===== config.mk =====
export PLATFORM = sky130hd
export DESIGN_NAME = atype_gate
export DESIGN_NICKNAME = d
export VERILOG_FILES = /design/src/rtl/atg_pkg.sv /design/src/rtl/atg_kind_decode.sv /design/src/rtl/atg_id_table.sv /design/src/rtl/atg_ctrl_regs.sv /design/src/rtl/atg_judge.sv /design/src/rtl/atype_gate.sv
export SDC_FILE = /design/constraint.sdc
export NUM_CORES = 1
export LEC_CHECK = 0
export ABC_AREA = 0
export BUFFER_PORTS_ARGS = -buffer_cell sky130_fd_sc_hd__buf_2
export CORE_MARGIN = 8
export CORE_UTILIZATION = 53
export DETAILED_ROUTE_END_ITERATION = 7
export PLACE_DENSITY = 0.76
export SLEW_MARGIN = 20
export SYNTH_ARGS = -nofsm -noshare
export SYNTH_HDL_FRONTEND = slang
export SYNTH_HIERARCHICAL = 1
export SYNTH_SLANG_ARGS = --single-unit

===== constraint.sdc =====
create_clock -name clk -period 1.8 [get_ports clk]
set_input_delay 0.36 -clock clk [delete_from_list [all_inputs] [get_ports clk]]
set_output_delay 0.36 -clock clk [all_outputs]
set_load 0.02 [all_outputs]

===== src/rtl/atg_pkg.sv =====
package atg_pkg;
  localparam int AT_HI = 11;
  localparam int AT_LO = 10;

  localparam logic [1:0] AT_UNTR = 2'b00;
  localparam logic [1:0] AT_TREQ = 2'b01;
  localparam logic [1:0] AT_XLAT = 2'b10;
  localparam logic [1:0] AT_RSVD = 2'b11;

  localparam logic [1:0] VD_FWD = 2'b00;
  localparam logic [1:0] VD_MAL = 2'b01;
  localparam logic [1:0] VD_UR  = 2'b10;

  typedef enum logic [2:0] {
    K_MEM, K_ATOM, K_IO, K_CFG, K_MSG, K_OTHER
  } kind_e;
endpackage


===== src/rtl/atg_kind_decode.sv =====
module atg_kind_decode
  import atg_pkg::*;
#(
  parameter int HDR_W = 32
) (
  input  logic [HDR_W-1:0] dw0,
  output kind_e            kind,
  output logic             xlat_ok
);
  logic [4:0] typ;
  assign typ = dw0[28:24];

  always_comb begin
    if (typ[4:3] == 2'b10)                          kind = K_MSG;
    else if (typ == 5'b00000 || typ == 5'b00001)    kind = K_MEM;
    else if (typ == 5'b01100 || typ == 5'b01101 ||
             typ == 5'b01110)                       kind = K_ATOM;
    else if (typ == 5'b00010)                       kind = K_IO;
    else if (typ[4:1] == 4'b0010)                   kind = K_CFG;
    else                                            kind = K_OTHER;
  end

  assign xlat_ok = (kind == K_MEM) || (kind == K_ATOM);
endmodule


===== src/rtl/atg_id_table.sv =====
module atg_id_table #(
  parameter int DEPTH = 16,
  parameter int RID_W = 16,
  localparam int IDX_W = $clog2(DEPTH)
) (
  input  logic             clk,
  input  logic             rst,
  input  logic             wr_en,
  input  logic [IDX_W-1:0] wr_idx,
  input  logic [RID_W-1:0] wr_id,
  input  logic             wr_vld,
  input  logic [RID_W-1:0] lk_id,
  output logic             hit
);
  logic [DEPTH-1:0] match;

  for (genvar g = 0; g < DEPTH; g++) begin : g_ent
    logic [RID_W-1:0] id_q;
    logic             vld_q;

    always_ff @(posedge clk) begin
      if (rst) begin
        id_q  <= '0;
        vld_q <= 1'b0;
      end else if (wr_en && wr_idx == IDX_W'(g)) begin
        id_q  <= wr_id;
        vld_q <= wr_vld;
      end
    end

    assign match[g] = vld_q && (id_q == lk_id);
  end

  assign hit = |match;
endmodule


===== src/rtl/atg_ctrl_regs.sv =====
module atg_ctrl_regs #(
  parameter int DEPTH  = 16,
  parameter int RID_W  = 16,
  parameter int DATA_W = 32,
  localparam int IDX_W = $clog2(DEPTH),
  localparam int AW    = IDX_W + 1
) (
  input  logic              clk,
  input  logic              rst,
  input  logic              reg_wr,
  input  logic [AW-1:0]     reg_addr,
  input  logic [DATA_W-1:0] reg_wdata,
  output logic              blk_en,
  output logic              sv_en,
  output logic              tbl_we,
  output logic [IDX_W-1:0]  tbl_idx,
  output logic [RID_W-1:0]  tbl_id,
  output logic              tbl_vld
);
  logic ctrl_sel;

  assign ctrl_sel = reg_wr && (reg_addr == '0);
  assign tbl_we   = reg_wr && reg_addr[AW-1];
  assign tbl_idx  = reg_addr[IDX_W-1:0];
  assign tbl_id   = reg_wdata[RID_W-1:0];
  assign tbl_vld  = reg_wdata[RID_W];

  always_ff @(posedge clk) begin
    if (rst) begin
      blk_en <= 1'b0;
      sv_en  <= 1'b0;
    end else if (ctrl_sel) begin
      blk_en <= reg_wdata[0];
      sv_en  <= reg_wdata[1];
    end
  end
endmodule


===== src/rtl/atg_judge.sv =====
module atg_judge
  import atg_pkg::*;
(
  input  logic [1:0] at,
  input  logic       xlat_ok,
  input  logic       hit,
  input  logic       blk_en,
  input  logic       sv_en,
  output logic [1:0] code
);
  always_comb begin
    code = VD_FWD;
    if (at == AT_RSVD)
      code = VD_MAL;
    else if (at != AT_UNTR && !xlat_ok)
      code = VD_MAL;
    else if (at != AT_UNTR && blk_en && !hit)
      code = VD_UR;
    else if (at == AT_XLAT && sv_en && !hit)
      code = VD_UR;
  end
endmodule


===== src/rtl/atype_gate.sv =====
module atype_gate
  import atg_pkg::*;
#(
  parameter int DEPTH   = 16,
  parameter int RID_W   = 16,
  parameter int HDR_W   = 32,
  parameter int DATA_W  = 32,
  parameter int RID_LSB = 16,
  localparam int AW     = $clog2(DEPTH) + 1
) (
  input  logic              clk,
  input  logic              rst,
  input  logic              in_valid,
  output logic              in_ready,
  input  logic [HDR_W-1:0]  in_dw0,
  input  logic [HDR_W-1:0]  in_dw1,
  input  logic              reg_wr,
  input  logic [AW-1:0]     reg_addr,
  input  logic [DATA_W-1:0] reg_wdata,
  output logic              v_valid,
  output logic [1:0]        v_code,
  output logic [HDR_W-1:0]  v_dw0,
  output logic [HDR_W-1:0]  v_dw1
);
  localparam int IDX_W = $clog2(DEPTH);

  logic             blk_en, sv_en;
  logic             tbl_we, tbl_vld;
  logic [IDX_W-1:0] tbl_idx;
  logic [RID_W-1:0] tbl_id;
  logic [RID_W-1:0] rid;
  logic             hit, xlat_ok, accept;
  kind_e            kind;
  logic [1:0]       code_d;

  assign in_ready = !reg_wr;
  assign accept   = in_valid && in_ready;
  assign rid      = in_dw1[RID_LSB +: RID_W];

  atg_ctrl_regs #(.DEPTH(DEPTH), .RID_W(RID_W), .DATA_W(DATA_W)) u_regs (
    .clk(clk), .rst(rst), .reg_wr(reg_wr), .reg_addr(reg_addr),
    .reg_wdata(reg_wdata), .blk_en(blk_en), .sv_en(sv_en),
    .tbl_we(tbl_we), .tbl_idx(tbl_idx), .tbl_id(tbl_id), .tbl_vld(tbl_vld)
  );

  atg_id_table #(.DEPTH(DEPTH), .RID_W(RID_W)) u_tbl (
    .clk(clk), .rst(rst), .wr_en(tbl_we), .wr_idx(tbl_idx),
    .wr_id(tbl_id), .wr_vld(tbl_vld), .lk_id(rid), .hit(hit)
  );

  atg_kind_decode #(.HDR_W(HDR_W)) u_kind (
    .dw0(in_dw0), .kind(kind), .xlat_ok(xlat_ok)
  );

  atg_judge u_judge (
    .at(in_dw0[AT_HI:AT_LO]), .xlat_ok(xlat_ok), .hit(hit),
    .blk_en(blk_en), .sv_en(sv_en), .code(code_d)
  );

  always_ff @(posedge clk) begin
    if (rst) begin
      v_valid <= 1'b0;
      v_code  <= VD_FWD;
      v_dw0   <= '0;
      v_dw1   <= '0;
    end else begin
      v_valid <= accept;
      if (accept) begin
        v_code <= code_d;
        v_dw0  <= in_dw0;
        v_dw1  <= in_dw1;
      end
    end
  end
endmodule


==> results of run 1 <==
[flip-flops by register name, summed over array words and instances (netlist names)]
register           count
u_regs/sv_en           1
v_dw0                 32
v_dw1                 32
v_valid                1
v_code                 2
u_tbl/g_ent.vld_q     16
u_regs/blk_en          1
u_tbl/g_ent.id_q     256
[worst register-to-register path, delay by kind of cell (launching register included)]
family,cells,cell delay [ns]
AO/OA/AOI/OAI,1,0.06
XOR/XNOR,1,0.16
flip-flops,1,0.33
AND/OR/NAND/NOR,7,1.23
[layout by cell type (no fill, tap or decap), types with 51 or more instances in the layout]
cell and instances:
nand2b_1 72, nand2_1 571, xor2_1 62, xnor2_1 192, buf_2 156, buf_4 87
o21ai_1 51, nand4bb_1 66, dfxtp_1 336, a21oi_1 273
[layer usage]
layer	routed length (um)	up-vias
li1	-	6751
met1	20800	6909
met2	23700	856
met3	5690	213
met4	2820	2
met5	47	-
[worst min path at each step]
stage / from / to / slack, ns / depth (start not counted)
6_report: in_dw1[5] / v_dw1[5] / 0.1 / 3
5_1_grt: in_dw0[6] / v_dw0[6] / 0.1 / 3
4_1_cts: in_dw1[5] / v_dw1[5] / 0.09 / 3
3_5_place_dp: u_tbl/g_ent[10].vld_q / u_tbl/g_ent[10].vld_q / 0.45 / 2
3_3_place_gp: u_tbl/g_ent[14].vld_q / u_tbl/g_ent[14].vld_q / 0.44 / 2
2_1_floorplan: u_tbl/g_ent[0].vld_q / u_tbl/g_ent[0].vld_q / 0.44 / 2
[layout make-up]
type,count,share of cell area
Multi-Input combinational cell,1439,0.434
Clock inverter,16,0.0107
Sequential cell,341,0.352
Tap cell,390,0.0251
Inverter,2,0.000387
Timing Repair Buffer,291,0.123
Clock buffer,49,0.0548
[repair_timing]
action / 4_1_cts / 5_1_grt
endpoints found under the setup margin: 1 / 1
pin swaps: 13 / 10
hold endpoints to repair: 0 / 0
resized for setup: 21 / 18
[per-stage QoR]
stage / util / power (uW) / area (um^2) / hold WS, ns / setup WS, ns
after floorplan: - / 8940 / 16000 / 0.437 / 0.00969
after global placement: 0.603 / 9650 / 17900 / 0.442 / -0.581
after detailed placement: 0.603 / 9670 / 17900 / 0.450 / -0.619
after CTS: 0.650 / 17500 / 19300 / 0.0899 / -0.0636
after global routing: 0.654 / 18000 / 19400 / 0.0985 / -0.234
final: 0.654 / 17500 / 19400 / 0.0993 / -0.103
[power by group through the flow]
stage                     clock, uW  combinational (uW)  sequential [uW]
after floorplan                   0                 964             7980
after global placement            0                1760             7890
after detailed placement          0                1780             7900
after CTS                      7930                1800             7730
after global routing           8290                1930             7740
final                          7890                1850             7730
==> flow_summary.ini, run 1 <==
[setup_path]
critPathArrivalTime_ns = 2.33
crit_start = u_tbl/g_ent[6].id_q[2]
crit_buf_inv = 0
path_common_cell = nand4_1
cp_cell_sequence = xor2_1 -> nor4_1 -> nand4_1 -> nor4_4 -> nor4_2 -> nand4_1 -> nor3_2 -> nand4bb_1 -> o21ai_1
r2r_end = v_code[1]
cp_top_family = simple AND/OR/NAND/NOR gates
cpMaxStageDelayCell = dfxtp_1
crit_fanout = 2
r2r_start = u_tbl/g_ent[6].id_q[2]
crit_type = register to register
cpPeakStageDelay_ns = 0.33
r2r_slack_ns = -0.10
cp_num_cells = 9
crit_path_start_kind = register
crit_end = v_code[1]
endpoint_kind = register
rr_worst_depth = 9
required_ns = 2.23

[grt]
gr-total-overflow = 0
grtUsageMet2 = 0.445
met1_usage = 0.360
grt_max_degree = 73
track_usage = 0.282
antenna_found_initial = 0
grt_pass1_wl_um = 80900
use_met3 = 0.0590
grt.busiest_layer = met2
grt_pass1_vias = 14300

[detailed_routing]
via_per_inst = 5.83
wirelength_um = 53000
vias = 14700
drc = 0
firstDrtPassIters = 6
drtIter0Drc = 1670
postRouteAntennaNets = 0
drt-wirelength-per-cell_um = 21.0

[cells_and_area]
drive_gt1_frac = 0.189
syn_to_final_growth_pct = 21.2
multi_input_area_mm2 = 0.00843
fill_cells = 2353
antenna_cells = 0
nNetsFinal = 2218
instances_no_fill = 2528
regArea_mm2 = 0.00683

[place]
gp_congestion = 0.991
io_buffers = 157
hpwl_um = 34200
dp_cells = 2464

[sta]
tightest_slew_ns = 0.666
fin_skew_ns = 0.0239
rsz0062_at_grt = yes
final.setup.tns_ns = -0.103
slew_viol_final = 0
setup_viol = 1
max_clock_freq_mhz = 525
fin_crit_sh = 1.06
report.final.hold_viol_count = 0
setup_slack_ns = -0.103
slew_headroom = 0.556
period_needed_ns = 1.90

[floorplanning]
die-area_mm2 = 0.0361
start_util = 0.539
pin_count = 173
chipHeight_um = 190
fp.coreArea_mm2 = 0.0297
fp.dieW_um = 190
rows = 63

[power]
p_sw_uw = 4340
clock_power_share = 0.452
power_frac_comb = 0.106
p_int_uw = 13100
p_leak_uw = 0.00682
p_seq_frac = 0.443
switching_share = 0.249
ir_worst_vdd_mv = 0.806
power_density_mw_per_mm2 = 900

[clocking]
clock_sink_count = 341
post-cts-setup-buffers = 0
cts_buffers = 38
htree_levels = 2
clk_latency_ns = 0.53
clkTransAtPathRegs_ns = 0.06
cts_tree = yes
cts_root_buf = clkbuf_16
hold_buffers = 0
clockBufferDepth = 3

[logic_synthesis]
yosysWarningCount = 6
netlist_instances = 1977
netlist_area_mm2 = 0.0160
avgSynthCellArea_um2 = 8.11
synth_nets = 2082

[run]
cap_violations = 0

[outcome]
run_status = finished, violations left
violations = negative setup slack

[min_path]
worstHoldPathType = input port to register
Note: power is estimated with default switching activity, not from simulation.
==> run 2: changes to the inputs <==
==> constraint.sdc (replaced) <==
create_clock -name clk -period 1.64 [get_ports clk]
set_input_delay 0.328 -clock clk [delete_from_list [all_inputs] [get_ports clk]]
set_output_delay 0.328 -clock clk [all_outputs]
set_load 0.02 [all_outputs]
==> run 2 against run 1 <==
Against the previous run:
- the run still ends with negative setup slack left
- clock skew is 0.0066 ns lower
- sequential share of layout area shrank 0.46 points
- global-route usage shrank 0.11 points
- sequential cell count unchanged
- die area is the same
- worst hold slack worse by 0.015 ns
- cell area up 1.3%
- register-to-register slack got worse by 0.32 ns
- critical path type unchanged
- critical endpoint unchanged
- largest power group unchanged
==> flow_summary.ini, run 2 (synthesis gave the netlist of run 1 again) <==
[setup_path]
crit_start = u_tbl/g_ent[8].id_q[9]
r2r_slack_ns = -0.42
crit_buf_inv = 2
crit_path_start_kind = register
crit_type = register to register
crit_fanout = 2
required_ns = 2.05
cp_top_family = simple AND/OR/NAND/NOR gates
r2r_end = v_code[1]
r2r_start = u_tbl/g_ent[8].id_q[9]
critPathArrivalTime_ns = 2.47
cp_cell_sequence = xor2_2 -> nor4_4 -> buf_4 -> nand4_1 -> nor4_2 -> buf_4 -> nor4_4 -> nand4_1 -> nor3_2 -> nand4bb_1 -> o21ai_1
rr_worst_depth = 11
endpoint_kind = register
cpMaxStageDelayCell = dfxtp_2
cpPeakStageDelay_ns = 0.34

[clocking]
clock_sink_count = 341
cts_root_buf = clkbuf_16
clkTransAtPathRegs_ns = 0.06
clk_latency_ns = 0.52
cts_buffers = 37
htree_levels = 2
clockBufferDepth = 3
hold_buffers = 0
cts_tree = yes

[detailed_routing]
drt-wirelength-per-cell_um = 20.8
dr.max_layer_used = met4
wirelength_um = 52800
postRouteAntennaNets = 0
vias = 14800
drtIter0Drc = 1576
drc = 0
dr_wl_met2_um = 23500
via_per_inst = 5.82
wl_met1_um = 20400
wl_met3_um = 6110
firstDrtPassIters = 6

[place]
io_buffers = 157
hpwl_um = 34600
gp_congestion = 0.938
post_dp_cell_area_mm2 = 0.0182
dp_cells = 2478
detailedPlace.worstSlack_ns = -0.737

[sta]
setup_slack_ns = -0.419
slew_viol_final = 0
max_clock_freq_mhz = 486
fin_crit_sh = 1.26
period_needed_ns = 2.06
slew_headroom = 0.549
report.final.hold_viol_count = 0
rsz0062_at_grt = yes
fin_skew_ns = 0.0172
setup_viol = 1
tightest_slew_ns = 0.676

[power]
power_frac_comb = 0.106
ir_worst_vdd_mv = 0.768
clock_power_share = 0.462
p_leak_uw = 0.00692
p_int_uw = 14900
p_sw_uw = 4710
p_seq_frac = 0.433
switching_share = 0.240
power_density_mw_per_mm2 = 997

[cells_and_area]
final_util = 0.662
top_register = u_tbl/g_ent.id_q
instances_no_fill = 2546
final_area_mm2 = 0.0197
antenna_cells = 0
nNetsFinal = 2232
largest_reg_flops = 256
final_common_cell = nand2_1
drive_gt1_frac = 0.191
syn_to_final_growth_pct = 22.7
final_cell_mix = nand2_1, dfxtp_1, a21oi_1
reg.largest.list = u_tbl/g_ent.id_q x256, v_dw0 x32, v_dw1 x32

[floorplanning]
fp.coreArea_mm2 = 0.0297
pin_count = 173
start_util = 0.539
chipHeight_um = 190
die-area_mm2 = 0.0361
fp.dieW_um = 190
rows = 63

[grt]
gr-total-overflow = 0
grt_pass1_wl_um = 80300
grt_pass1_vias = 14200
grt_max_degree = 69
antenna_found_initial = 0
track_usage = 0.281

[min_path]
hold_path_end = v_dw1[0]
worstHoldPathType = input port to register
holdCritStartpoint = in_dw1[0]
min_path_cells = 3

[outcome]
run_status = finished, violations left
violations = negative setup slack

[run]
cap_violations = 0
[run 2: cell types whose count changed in the layout (fill, tap and decap cells not counted), moves of 3 or more]
| cell | before | now |
|---|---|---|
| buf_4 | 87 | 90 |
| clkinv_2 | 8 | 5 |
| buf_12 | 47 | 58 |
| nor4_4 | 8 | 4 |
| nor4_1 | 13 | 23 |
| nor4_2 | 15 | 9 |
| clkbuf_8 | 5 | 8 |
[run 2: area by class of cell]
cell class                 count  area (um^2)
clock inverter                15          236
sequential                   341         6830
fill                        2344        10000
multi-input combinational   1439         8350
inverter                       2         7.51
clock buffer                  53         1110
timing repair buffer         306         2640
tap                          390          488
[run 2: layer usage]
layer / GRT usage / vias to the layer above
met5: 0 / -
met4: 0.151 / 0
met3: 0.0661 / 199
met2: 0.442 / 822
met1: 0.354 / 7011
li1: - / 6780
[run 2: worst max-delay path by stage]
| stage | endpoint | slack [ns] | cells after the start |
|---|---|---|---|
| after floorplan | v_code[1] | -0.08 | 11 |
| after global placement | v_code[1] | -0.76 | 12 |
| after detailed placement | v_code[1] | -0.74 | 12 |
| after CTS | v_code[1] | -0.35 | 11 |
| after global routing | v_code[1] | -0.44 | 11 |
| final | v_code[1] | -0.42 | 11 |
[run 2: worst min-delay path: stages]
cell and delay, ns:
buf_2 0.07, nand4bb_1 0.09, o21ai_0 0.07
[run 2: what timing repair did]
action | in CTS | in global routing
pin swaps | 11 | 0
resized for setup | 20 | 6
setup buffers | 0 | 0
setup endpoints to repair | 1 | 2
[run 2: power by group through the flow]
stage	Clock, uW	Combinational (uW)	Sequential (uW)
finish	9060	2070	8490
detailed placement	0	2000	8670
CTS	9110	2030	8480
global route	9450	2170	8490
global placement	0	1970	8660
floorplan	0	1070	8760
[run 2: through the flow]
stage,power [uW],setup TNS (ns),hold WS (ns)
after floorplan,9830,-0.145,0.437
after global placement,10600,-4.90,0.441
after detailed placement,10700,-7.59,0.448
after CTS,19600,-0.346,0.0653
after global routing,20100,-0.442,0.0874
final,19600,-0.419,0.0839
==> run 3: changes to the inputs <==
--- a/config.mk
+++ b/config.mk
@@ -5,12 +5,13 @@
 export SDC_FILE = /design/constraint.sdc
 export NUM_CORES = 1
 export LEC_CHECK = 0
-export ABC_AREA = 0
+export ABC_AREA = 1
 export BUFFER_PORTS_ARGS = -buffer_cell sky130_fd_sc_hd__buf_2
 export CORE_MARGIN = 8
-export CORE_UTILIZATION = 53
+export CORE_UTILIZATION = 54
 export DETAILED_ROUTE_END_ITERATION = 7
-export PLACE_DENSITY = 0.76
+export PLACE_DENSITY = 0.77
+export SETUP_SLACK_MARGIN = 0.05
 export SLEW_MARGIN = 20
 export SYNTH_ARGS = -nofsm -noshare
 export SYNTH_HDL_FRONTEND = slang
==> run 3 against run 2 <==
Against the previous run:
- the flow still finishes with violations (negative setup slack)
- largest power group is now registers
- worst hold slack improved by 0.029 ns
- register-to-register slack better by 0.24 ns
- core utilization rose by 0.91 points
==> flow_summary.ini, run 3 <==
[outcome]
run_status = finished, violations left
violations = negative setup slack

[power]
p_leak_uw = 0.00896
power_frac_comb = 0.123
finalPower_uw = 19300
clock_power_share = 0.433
ir_worst_vdd_mv = 0.603
switching_share = 0.259
p_sw_uw = 4990
power_density_mw_per_mm2 = 940
p_int_uw = 14300
p_seq_frac = 0.443

[clocking]
clk_latency_ns = 0.51
cts_tree = yes
cts_buffers = 37
clock_sink_count = 341
cts_root_buf = clkbuf_16
clkTransAtPathRegs_ns = 0.06
clockBufferDepth = 3
hold_buffers = 0
htree_levels = 2

[setup_path]
cpMaxStageDelayCell = dfxtp_1
crit_path_start_kind = register
cp_cell_sequence = nand2_1 -> o21ai_0 -> nor2_1 -> nand2_1 -> nor2_1 -> nand3_1 -> nand2_1 -> inv_1 -> nand2_1 -> nor2_1 -> nand2_2 -> nor2_1 -> nand2_1 -> nor2_1 -> inv_1 -> nand3_1 -> nand2_1 -> nor2_1
critPathArrivalTime_ns = 2.26
crit_type = register to register
rr_worst_depth = 18
endpoint_kind = register
crit_fanout = 3
cpPeakStageDelay_ns = 0.41
required_ns = 2.09

[sta]
fin_skew_ns = 0.0115
setup_slack_ns = -0.175
max_clock_freq_mhz = 551
tightest_slew_ns = 0.665
period_needed_ns = 1.82
fin_hold_ws_ns = 0.113
slew_headroom = 0.557
setup_viol = 1
report.final.hold_viol_count = 0
fin_crit_sh = 1.11
slew_viol_final = 0
rsz0062_at_grt = yes

[floorplanning]
die-area_mm2 = 0.0370
fp.coreArea_mm2 = 0.0306
fp.dieW_um = 192
chipHeight_um = 192
rows = 64
pin_count = 173
start_util = 0.549

[detailed_routing]
postRouteAntennaNets = 0
drc = 0
drtIter0Drc = 2321
drt-wirelength-per-cell_um = 18.7
wirelength_um = 59200
vias = 17700
via_per_inst = 5.57
firstDrtPassIters = 6

[cells_and_area]
nNetsFinal = 2860
instances_no_fill = 3174
final_cell_mix = nand2_1, nor2_1, dfxtp_1
top_register = u_tbl/g_ent.id_q
syn_to_final_growth_pct = 22.1
final_common_cell = nand2_1
drive_gt1_frac = 0.186
largest_reg_flops = 256
reg.largest.list = u_tbl/g_ent.id_q x256, v_dw0 x32, v_dw1 x32

[place]
gp_congestion = 0.952
io_buffers = 157
hpwl_um = 38700
detailedPlace.worstSlack_ns = -0.641
dp_cells = 3110

[grt]
grt_max_degree = 76
antenna_found_initial = 0
grt_pass1_vias = 16700
grt_pass1_wl_um = 90300
track_usage = 0.308
gr-total-overflow = 0

[logic_synthesis]
netlist_area_mm2 = 0.0168
avgSynthCellArea_um2 = 6.53
synth_nets = 2677
yosysWarningCount = 6
netlist_instances = 2572

[min_path]
worstHoldPathType = input port to register
min_path_cells = 5

[run]
cap_violations = 0
## run 3: stage by stage
stage	util	setup TNS [ns]	area, um^2
3_5_place_dp	0.627	-18.70	19200
5_1_grt	0.671	-0.357	20500
3_3_place_gp	0.627	-10.44	19200
6_report	0.671	-0.175	20500
2_1_floorplan	-	-0.00210	17000
4_1_cts	0.669	-0.135	20500
## run 3: timing repair
action / in CTS / in global routing
pin swaps: 18 / 20
setup endpoints to repair: 1 / 1
cloned: 0 / 0
resized for setup: 37 / 56
setup buffers: 1 / 1
## run 3: power by group through the flow
stage / sequential (uW) / clock (uW) / combinational, uW
after global routing: 8570 / 8770 / 2510
after floorplan: 8850 / 0 / 1190
final: 8550 / 8360 / 2380
after CTS: 8550 / 8400 / 2310
after detailed placement: 8730 / 0 / 2290
after global placement: 8720 / 0 / 2250
## run 3: area by class of cell
type | instances | area, um^2
Antenna cell | 1 | 2.50
Multi-Input combinational cell | 1784 | 8210
Clock buffer | 59 | 1140
Inverter | 250 | 957
Timing Repair Buffer | 341 | 2800
Clock inverter | 2 | 60.1
Sequential cell | 341 | 6860
Fill cell | 2578 | 10100
Tap cell | 396 | 495
## run 3: worst paths after layout
path	from	to	slack (ns)
max	u_tbl/g_ent[15].id_q[1]	v_code[1]	-0.18
min	in_dw1[12]	v_dw1[12]	0.11
max reg2reg	u_tbl/g_ent[15].id_q[1]	v_code[1]	-0.18
min reg2reg	u_tbl/g_ent[1].vld_q	u_tbl/g_ent[1].vld_q	0.46
## run 3: routing by layer
metal  track usage  up-vias  wire [um]
met4         0.162        0       3560
met5             0        -          0
met1         0.388     7995      22300
met3        0.0623      264       6770
li1              -     8368          -
met2         0.493     1049      26600
## run 3: critical path, delay by kind of cell, from the launching register on
kind,cells,cell delay (ns)
AND/OR/NAND/NOR,15,1.15
buffers and inverters,2,0.11
flip-flops,1,0.41
AO/OA/AOI/OAI,1,0.07
